==> src/rtl/msi_directory.sv <==
module msi_directory #(
  parameter int NCACHE = 4,
  parameter int NLINE  = 4,
  parameter int DW     = 8,
  localparam int LW = (NLINE > 1) ? $clog2(NLINE) : 1,
  localparam int CW = (NCACHE > 1) ? $clog2(NCACHE) : 1,
  localparam int AW = $clog2(NCACHE + 1)
) (
  input  logic              clk,
  input  logic              rst_n,
  input  logic              req_valid,
  output logic              req_ready,
  input  logic [1:0]        req_type,
  input  logic [LW-1:0]     req_line,
  input  logic [CW-1:0]     req_src,
  input  logic [DW-1:0]     req_data,
  input  logic              cdat_valid,
  output logic              cdat_ready,
  input  logic [LW-1:0]     cdat_line,
  input  logic [DW-1:0]     cdat_data,
  input  logic              mem_rsp_valid,
  output logic              mem_rsp_ready,
  input  logic              mem_rsp_ack,
  input  logic [LW-1:0]     mem_rsp_line,
  input  logic [DW-1:0]     mem_rsp_data,
  output logic              mem_req_valid,
  input  logic              mem_req_ready,
  output logic              mem_req_write,
  output logic [LW-1:0]     mem_req_line,
  output logic [DW-1:0]     mem_req_data,
  output logic              fwd_valid,
  input  logic              fwd_ready,
  output logic [1:0]        fwd_kind,
  output logic [LW-1:0]     fwd_line,
  output logic [NCACHE-1:0] fwd_dest,
  output logic [CW-1:0]     fwd_src,
  output logic              dat_valid,
  input  logic              dat_ready,
  output logic [CW-1:0]     dat_dest,
  output logic [LW-1:0]     dat_line,
  output logic [DW-1:0]     dat_data,
  output logic [AW-1:0]     dat_acks,
  output logic              pack_valid,
  input  logic              pack_ready,
  output logic [CW-1:0]     pack_dest,
  output logic [LW-1:0]     pack_line,
  output logic              err
);
  typedef enum logic [2:0] {
    ST_I, ST_S, ST_M, ST_S_FWD, ST_S_RD, ST_M_RD, ST_I_WB, ST_S_WB
  } lst_t;

  lst_t              st   [NLINE];
  logic [NCACHE-1:0] shr  [NLINE];
  logic [NCACHE-1:0] own  [NLINE];
  logic [CW-1:0]     pend [NLINE];

  function automatic logic [AW-1:0] popc(input logic [NCACHE-1:0] v);
    popc = '0;
    for (int i = 0; i < NCACHE; i++) popc = popc + AW'(v[i]);
  endfunction

  logic              go, take, bad;
  logic [LW-1:0]     ln;
  lst_t              cs, n_st;
  logic [NCACHE-1:0] csh, cow, n_shr, n_own, rb;
  logic [CW-1:0]     n_pend;
  logic              s_mem, s_mw, s_fwd, s_dat, s_pack;
  logic [DW-1:0]     s_md;
  logic [1:0]        s_fk;
  logic [NCACHE-1:0] s_fd;
  logic [AW-1:0]     s_acks;

  assign go = (!mem_req_valid || mem_req_ready) && (!fwd_valid || fwd_ready) &&
              (!dat_valid || dat_ready) && (!pack_valid || pack_ready);
  assign take = req_ready || cdat_ready || mem_rsp_ready;
  assign rb = NCACHE'(1) << req_src;

  always_comb begin
    mem_rsp_ready = 1'b0; cdat_ready = 1'b0; req_ready = 1'b0; bad = 1'b0;
    ln = req_line;
    if (mem_rsp_valid) ln = mem_rsp_line;
    else if (cdat_valid) ln = cdat_line;
    cs = st[ln]; csh = shr[ln]; cow = own[ln];
    n_st = cs; n_shr = csh; n_own = cow; n_pend = pend[ln];
    s_mem = 1'b0; s_mw = 1'b0; s_md = '0; s_fwd = 1'b0; s_fk = 2'd0; s_fd = '0;
    s_dat = 1'b0; s_acks = '0; s_pack = 1'b0;
    if (go && mem_rsp_valid) begin
      mem_rsp_ready = 1'b1;
      if (!mem_rsp_ack) begin
        s_acks = cow[pend[ln]] ? popc(csh) : '0;
        s_dat = 1'b1;
        if (cs == ST_S_RD) n_st = ST_S;
        else if (cs == ST_M_RD) begin n_st = ST_M; n_shr = '0; end
        else bad = 1'b1;
      end else begin
        if (cs == ST_I_WB) n_st = ST_I;
        else if (cs == ST_S_WB) n_st = ST_S;
        else bad = 1'b1;
      end
    end else if (go && cdat_valid) begin
      cdat_ready = 1'b1;
      if (cs == ST_S_FWD) begin
        s_mem = 1'b1; s_mw = 1'b1; s_md = cdat_data; n_st = ST_S_WB;
      end else bad = 1'b1;
    end else if (go && req_valid) begin
      req_ready = 1'b1;
      case (req_type)
        2'd0: case (cs)
          ST_I, ST_S: begin
            s_mem = 1'b1; n_shr = csh | rb; n_pend = req_src; n_st = ST_S_RD;
          end
          ST_M: begin
            s_fwd = 1'b1; s_fk = 2'd0; s_fd = cow;
            n_shr = csh | rb | cow; n_own = '0; n_st = ST_S_FWD;
          end
          default: req_ready = 1'b0;
        endcase
        2'd1: case (cs)
          ST_I, ST_S: begin
            s_mem = 1'b1; n_shr = csh & ~rb; n_own = rb; n_pend = req_src; n_st = ST_M_RD;
            if (|(csh & ~rb)) begin s_fwd = 1'b1; s_fk = 2'd2; s_fd = csh & ~rb; end
          end
          ST_M: begin s_fwd = 1'b1; s_fk = 2'd1; s_fd = cow; n_own = rb; end
          default: req_ready = 1'b0;
        endcase
        2'd2: case (cs)
          ST_S: begin
            s_pack = 1'b1; n_shr = csh & ~rb;
            if (popc(csh) == AW'(1)) n_st = ST_I;
          end
          ST_S_FWD: begin s_pack = 1'b1; n_shr = csh & ~rb; end
          ST_S_RD, ST_S_WB:
            if (popc(csh) == AW'(1)) bad = 1'b1;
            else begin s_pack = 1'b1; n_shr = csh & ~rb; end
          default: s_pack = 1'b1;
        endcase
        default: if (cow[req_src]) begin
          if (cs == ST_M) begin
            s_mem = 1'b1; s_mw = 1'b1; s_md = req_data; n_own = '0; s_pack = 1'b1; n_st = ST_I_WB;
          end else bad = 1'b1;
        end else begin
          s_pack = 1'b1;
          if (cs == ST_S || cs == ST_S_FWD || cs == ST_S_RD || cs == ST_S_WB) n_shr = csh & ~rb;
        end
      endcase
    end
    if (n_st == ST_M && cs != ST_M && popc(n_own) != AW'(1)) bad = 1'b1;
    if (n_st == ST_I && cs != ST_I && (|n_shr || |n_own)) bad = 1'b1;
  end

  always_ff @(posedge clk) begin
    if (!rst_n) begin
      mem_req_valid <= 1'b0; fwd_valid <= 1'b0; dat_valid <= 1'b0; pack_valid <= 1'b0; err <= 1'b0;
      mem_req_write <= 1'b0; mem_req_line <= '0; mem_req_data <= '0;
      fwd_kind <= '0; fwd_line <= '0; fwd_dest <= '0; fwd_src <= '0;
      dat_dest <= '0; dat_line <= '0; dat_data <= '0; dat_acks <= '0;
      pack_dest <= '0; pack_line <= '0;
      for (int i = 0; i < NLINE; i++) begin
        st[i] <= ST_I; shr[i] <= '0; own[i] <= '0; pend[i] <= '0;
      end
    end else begin
      err <= take && bad;
      if (mem_req_ready) mem_req_valid <= 1'b0;
      if (fwd_ready) fwd_valid <= 1'b0;
      if (dat_ready) dat_valid <= 1'b0;
      if (pack_ready) pack_valid <= 1'b0;
      if (take && !bad) begin
        st[ln] <= n_st; shr[ln] <= n_shr; own[ln] <= n_own; pend[ln] <= n_pend;
        if (s_mem) begin
          mem_req_valid <= 1'b1; mem_req_write <= s_mw; mem_req_line <= ln; mem_req_data <= s_md;
        end
        if (s_fwd) begin
          fwd_valid <= 1'b1; fwd_kind <= s_fk; fwd_line <= ln; fwd_dest <= s_fd; fwd_src <= req_src;
        end
        if (s_dat) begin
          dat_valid <= 1'b1; dat_dest <= pend[ln]; dat_line <= ln; dat_data <= mem_rsp_data;
          dat_acks <= s_acks;
        end
        if (s_pack) begin
          pack_valid <= 1'b1; pack_dest <= req_src; pack_line <= ln;
        end
      end
    end
  end

  p_prio_r8: assert property (@(posedge clk) disable iff (!rst_n)
    mem_rsp_valid |-> !(req_ready || cdat_ready));
  p_one_take_r8: assert property (@(posedge clk) disable iff (!rst_n)
    $onehot0({req_ready, cdat_ready, mem_rsp_ready}));
  p_hold_r11: assert property (@(posedge clk) disable iff (!rst_n)
    mem_req_valid && !mem_req_ready |=> mem_req_valid && $stable(mem_req_line) && $stable(mem_req_write));
  p_no_take_busy_r11: assert property (@(posedge clk) disable iff (!rst_n)
    pack_valid && !pack_ready |-> !take);
  p_dat_from_mem_r2: assert property (@(posedge clk) disable iff (!rst_n)
    $rose(dat_valid) |-> $past(mem_rsp_valid && mem_rsp_ready));

  for (genvar g = 0; g < NLINE; g++) begin : g_line_chk
    p_m_one_owner_r3: assert property (@(posedge clk) disable iff (!rst_n)
      st[g] == ST_M |-> $countones(own[g]) == 1);
    p_i_clean_r1: assert property (@(posedge clk) disable iff (!rst_n)
      st[g] == ST_I |-> (own[g] == '0 && shr[g] == '0));
  end
endmodule

==> config.mk <==
export PLATFORM = sky130hd
export DESIGN_NAME = msi_directory
export DESIGN_NICKNAME = d
export VERILOG_FILES = /design/src/rtl/msi_directory.sv
export SDC_FILE = /design/constraint.sdc
export NUM_CORES = 1
export LEC_CHECK = 0
export BUFFER_PORTS_ARGS = -buffer_cell sky130_fd_sc_hd__buf_2
export CAP_MARGIN = 10
export CORE_ASPECT_RATIO = 1.25
export CORE_MARGIN = 5
export CORE_UTILIZATION = 35
export DETAILED_ROUTE_END_ITERATION = 8
export PLACE_DENSITY = 0.62
export SYNTH_ARGS = -nofsm -noshare
export SYNTH_HDL_FRONTEND = slang
export SYNTH_SLANG_ARGS = --single-unit
==> constraint.sdc <==
create_clock -name clk -period 9.4 [get_ports clk]
set_clock_uncertainty 0.1 [all_clocks]
set_input_delay 0 -clock clk [delete_from_list [all_inputs] [get_ports clk]]
set_output_delay 0 -clock clk [all_outputs]
set_load 0.05 [all_outputs]
==> flow_summary.toml <==
[outcome]
status = "finished with violations"
violations = "negative hold slack"

[worst_setup_path]
r2r_slack_ns = 2.75
cp-endpoint = "st[2][1]$_SDFFCE_PN0P_"
crit_family = "compound AO/OA/AOI/OAI gates"
setup.worst_path.start_class = "input pin"
cp_data_required_time_ns = 9.35
cp_num_cells = 20
critical_path_buf_inv_count = 4
r2r_end = "st[2][1]$_SDFFCE_PN0P_"
criticalPathCategory = "in -> reg"
endpoint_kind = "flop"
reg2reg_from = "dat_valid$_SDFF_PN0_"
slowest_delay_ns = 0.86
rr_worst_depth = 20
slowest_stage = "o21ai_0"
crit_start = "cdat_valid"
arrival_ns = 6.85
worst-path-max-fanout = 45
path_cells = "buf_2 -> mux2i_1 -> o21a_1 -> mux4_2 -> and3b_1 -> nand2b_1 -> a21oi_1 -> o22a_1 -> fa_1 -> inv_1 -> ha_1 -> ha_1 -> nor2_1 -> a211oi_1 -> a32o_1 -> or2_1 -> or2_1 -> buf_4 -> o21ai_0 -> buf_4"

[timing]
finalCritPeriodShare = 0.734
fin_crit_ns = 6.90
fin_tns_setup_ns = 0
fmax_mhz = 145
holdWs_ns = -0.00159
final_hold_viol_count = 1
worst_slew_pin_slew_ns = 1.06
relSlewSlack = 0.285
rsz0062_at_grt = "no"
maxSlewViolCount = 0
setup_viol = 0

[logic_synthesis]
synthTopCellsByArea = "edfxtp_1 (28%), dfxtp_1 (16%), mux2i_1 (9.1%)"
synth_cells = 552
synthArstFlopShare = 0
avgSynthCellArea_um2 = 9.97
ys.flop_type = "edfxtp_1"
yosysSeqAreaShare = 0.448
ys_ff_latch = 97
synth-edff-count = 52
synth_top_area_cell = "edfxtp_1"
yosys_warnings = 0
mappedNetlistNets = 603
synth_top_cell_area_share = 0.284
synth_area_mm2 = 0.00550
ys_types = 67

[clock_tree]
clock_path_buffers = 2
cts_root_buf = "clkbuf_16"
clock_latency_ns = 0.35
clock-sinks = 97
htreeDepth = 3
cts_tree = "yes"
path_clk_slew_ns = 0.07
cts_buffers = 9
post-cts-setup-buffers = 0
cts_resized = 0
postCtsHoldBufs = 29

[placed_design]
dp.cells = 827
place.gp.congestion = 0.907
dp_hpwl_um = 12900
portBuffers = 91

[floorplanning]
die_x_um = 122
start_util = 0.355
num_rows = 51
coreArea_mm2 = 0.0155
dieArea_mm2 = 0.0183
ioPinCount = 92
die_h_um = 150

[power_and_ir_drop]
p_int_mw = 0.765
combPwrFrac = 0.269
power_density_mw_per_mm2 = 174
switching_power_mw = 0.401
swShare = 0.344
seqPwrFrac = 0.413
power.total_mw = 1.17
ir_worst_vdd_mv = 0.101
p_clk_frac = 0.317
leakagePower_nw = 2.66

[layout]
layout.cells.non_filler = 872
n_fill_cell = 1473
multi_input_area_mm2 = 0.00279
area_growth_pct = 21.7
insertedDiodeCount = 0
finalNetCount = 706
seqCellArea_mm2 = 0.00246
layout_common_cells = "buf_2 (92), edfxtp_1 (52), mux2i_1 (50), nand2_1 (49), nor2_1 (46)"
final_common_cell = "buf_2"
drive_above_1_share = 0.220

[global_routing]
grt_max_degree = 54
grt_pass1_wl_um = 26800
grt_usage = 0.189
antenna_found_initial = 0
grt_pass1_vias = 4843
overflow = 0

[drt]
viasPerCell = 5.45
first_pass_iters = 5
wl_um = 17300
drc = 0
drtIter0Drc = 374
drt-wirelength-per-cell_um = 19.9
antenna_left = 0
vias = 4755

[worst_hold_path]
hold_path_class = "in -> reg"

[flow_run]
cap_violations = 0
logic make-up (layout without fill, tap and decap cells):
| kind of cell | count (synthesis) | count (layout) | share of synthesized area |
|---|---|---|---|
| simple gates | 220 | 220 | 0.207 |
| mux | 62 | 62 | 0.133 |
| buf+inv | 52 | 160 | 0.0473 |
| flops | 97 | 97 | 0.448 |
| fa+ha+maj | 7 | 7 | 0.0173 |
| compound gates | 110 | 110 | 0.141 |
| xor+xnor | 4 | 4 | 0.00637 |
power groups by stage:
stage               logic, mW  registers (mW)  clock network, mW
floorplan               0.191           0.517                  0
global placement        0.297           0.490                  0
detailed placement      0.298           0.491                  0
CTS                     0.311           0.482              0.378
global route            0.338           0.484              0.392
finish                  0.314           0.482              0.370
area by class of cell:
cell class / instances / area share
clock buffers: 9 / 0.0336
inverters: 14 / 0.00785
clock inverters: 7 / 0.0121
multi-input cells: 403 / 0.417
flip-flops and latches: 97 / 0.368
well taps: 212 / 0.0396
repair buffers: 130 / 0.122
cell usage after synthesis, types with 4 or more instances:
master	count
buf_6	7
nand3_1	18
nand2_1	49
nor3_1	30
nor2_1	46
mux2i_1	50
mux4_2	7
inv_1	14
nor2b_1	23
nand2b_1	12
a32oi_1	4
nor3_2	7
o21ai_0	23
a21oi_1	15
o21a_1	7
nand3b_1	6
a31oi_1	6
edfxtp_1	52
and2_1	11
clkbuf_1	24
o22a_1	5
dfxtp_1	45
ha_1	6
a21boi_0	7
o31ai_1	7
metal layers:
metal | up-vias | global-route usage | part of all wire
li1 | 2238 | - | -
met1 | 2323 | 0.231 | 0.41
met2 | 161 | 0.329 | 0.51
met3 | 33 | 0.0271 | 0.049
met4 | 0 | 0.0852 | 0.034
met5 | - | 0 | 0
worst min-delay path by stage:
stage,start,endpoint,slack [ns],cells past startpoint
after floorplan,mem_rsp_data[7],dat_data[7]$_SDFFE_PN0P_,0.07,2
after global placement,mem_rsp_data[7],dat_data[7]$_SDFFE_PN0P_,0.16,3
after detailed placement,mem_rsp_data[7],dat_data[7]$_SDFFE_PN0P_,0.17,3
after CTS,req_data[3],mem_req_data[3]$_SDFFE_PN0P_,0.005,4
after global routing,req_data[3],mem_req_data[3]$_SDFFE_PN0P_,0.03,4
final,req_data[3],mem_req_data[3]$_SDFFE_PN0P_,-0.002,4
registers in the layout, indices dropped and copies added, names as in the netlist, 2 cells and up:
register,flops
dat_data,8
fwd_dest,4
shr,16
fwd_kind,2
fwd_src,2
own,16
pack_line,2
st,12
dat_dest,2
mem_req_line,2
mem_req_data,8
fwd_line,2
dat_line,2
pend,8
dat_acks,3
pack_dest,2
worst register-to-register path: stages, from the launching register on:
cell and delay (ns):
dfxtp_1 0.32, nor2b_1 0.14, nor4_1 0.25, buf_2 0.24, nand3b_1 0.26, nand2b_1 0.38, nor2_1 0.34, nand3_1 0.22
o22a_1 0.39, fa_1 0.56, inv_1 0.04, ha_1 0.19, ha_1 0.27, nor2_1 0.11, a211oi_1 0.09, a32o_1 0.35
or2_1 0.36, or2_1 0.26, buf_4 0.27, o21ai_0 0.88, buf_4 0.33
through the flow:
stage	instance area, um2	utilization	worst slack [ns]
floorplan	5500	-	3.39
global placement	6090	0.393	1.93
finish	6690	0.432	2.50
CTS	6690	0.432	2.48
global route	6690	0.432	2.06
detailed placement	6100	0.393	2.11
Note: power is estimated with default switching activity, not from simulation.
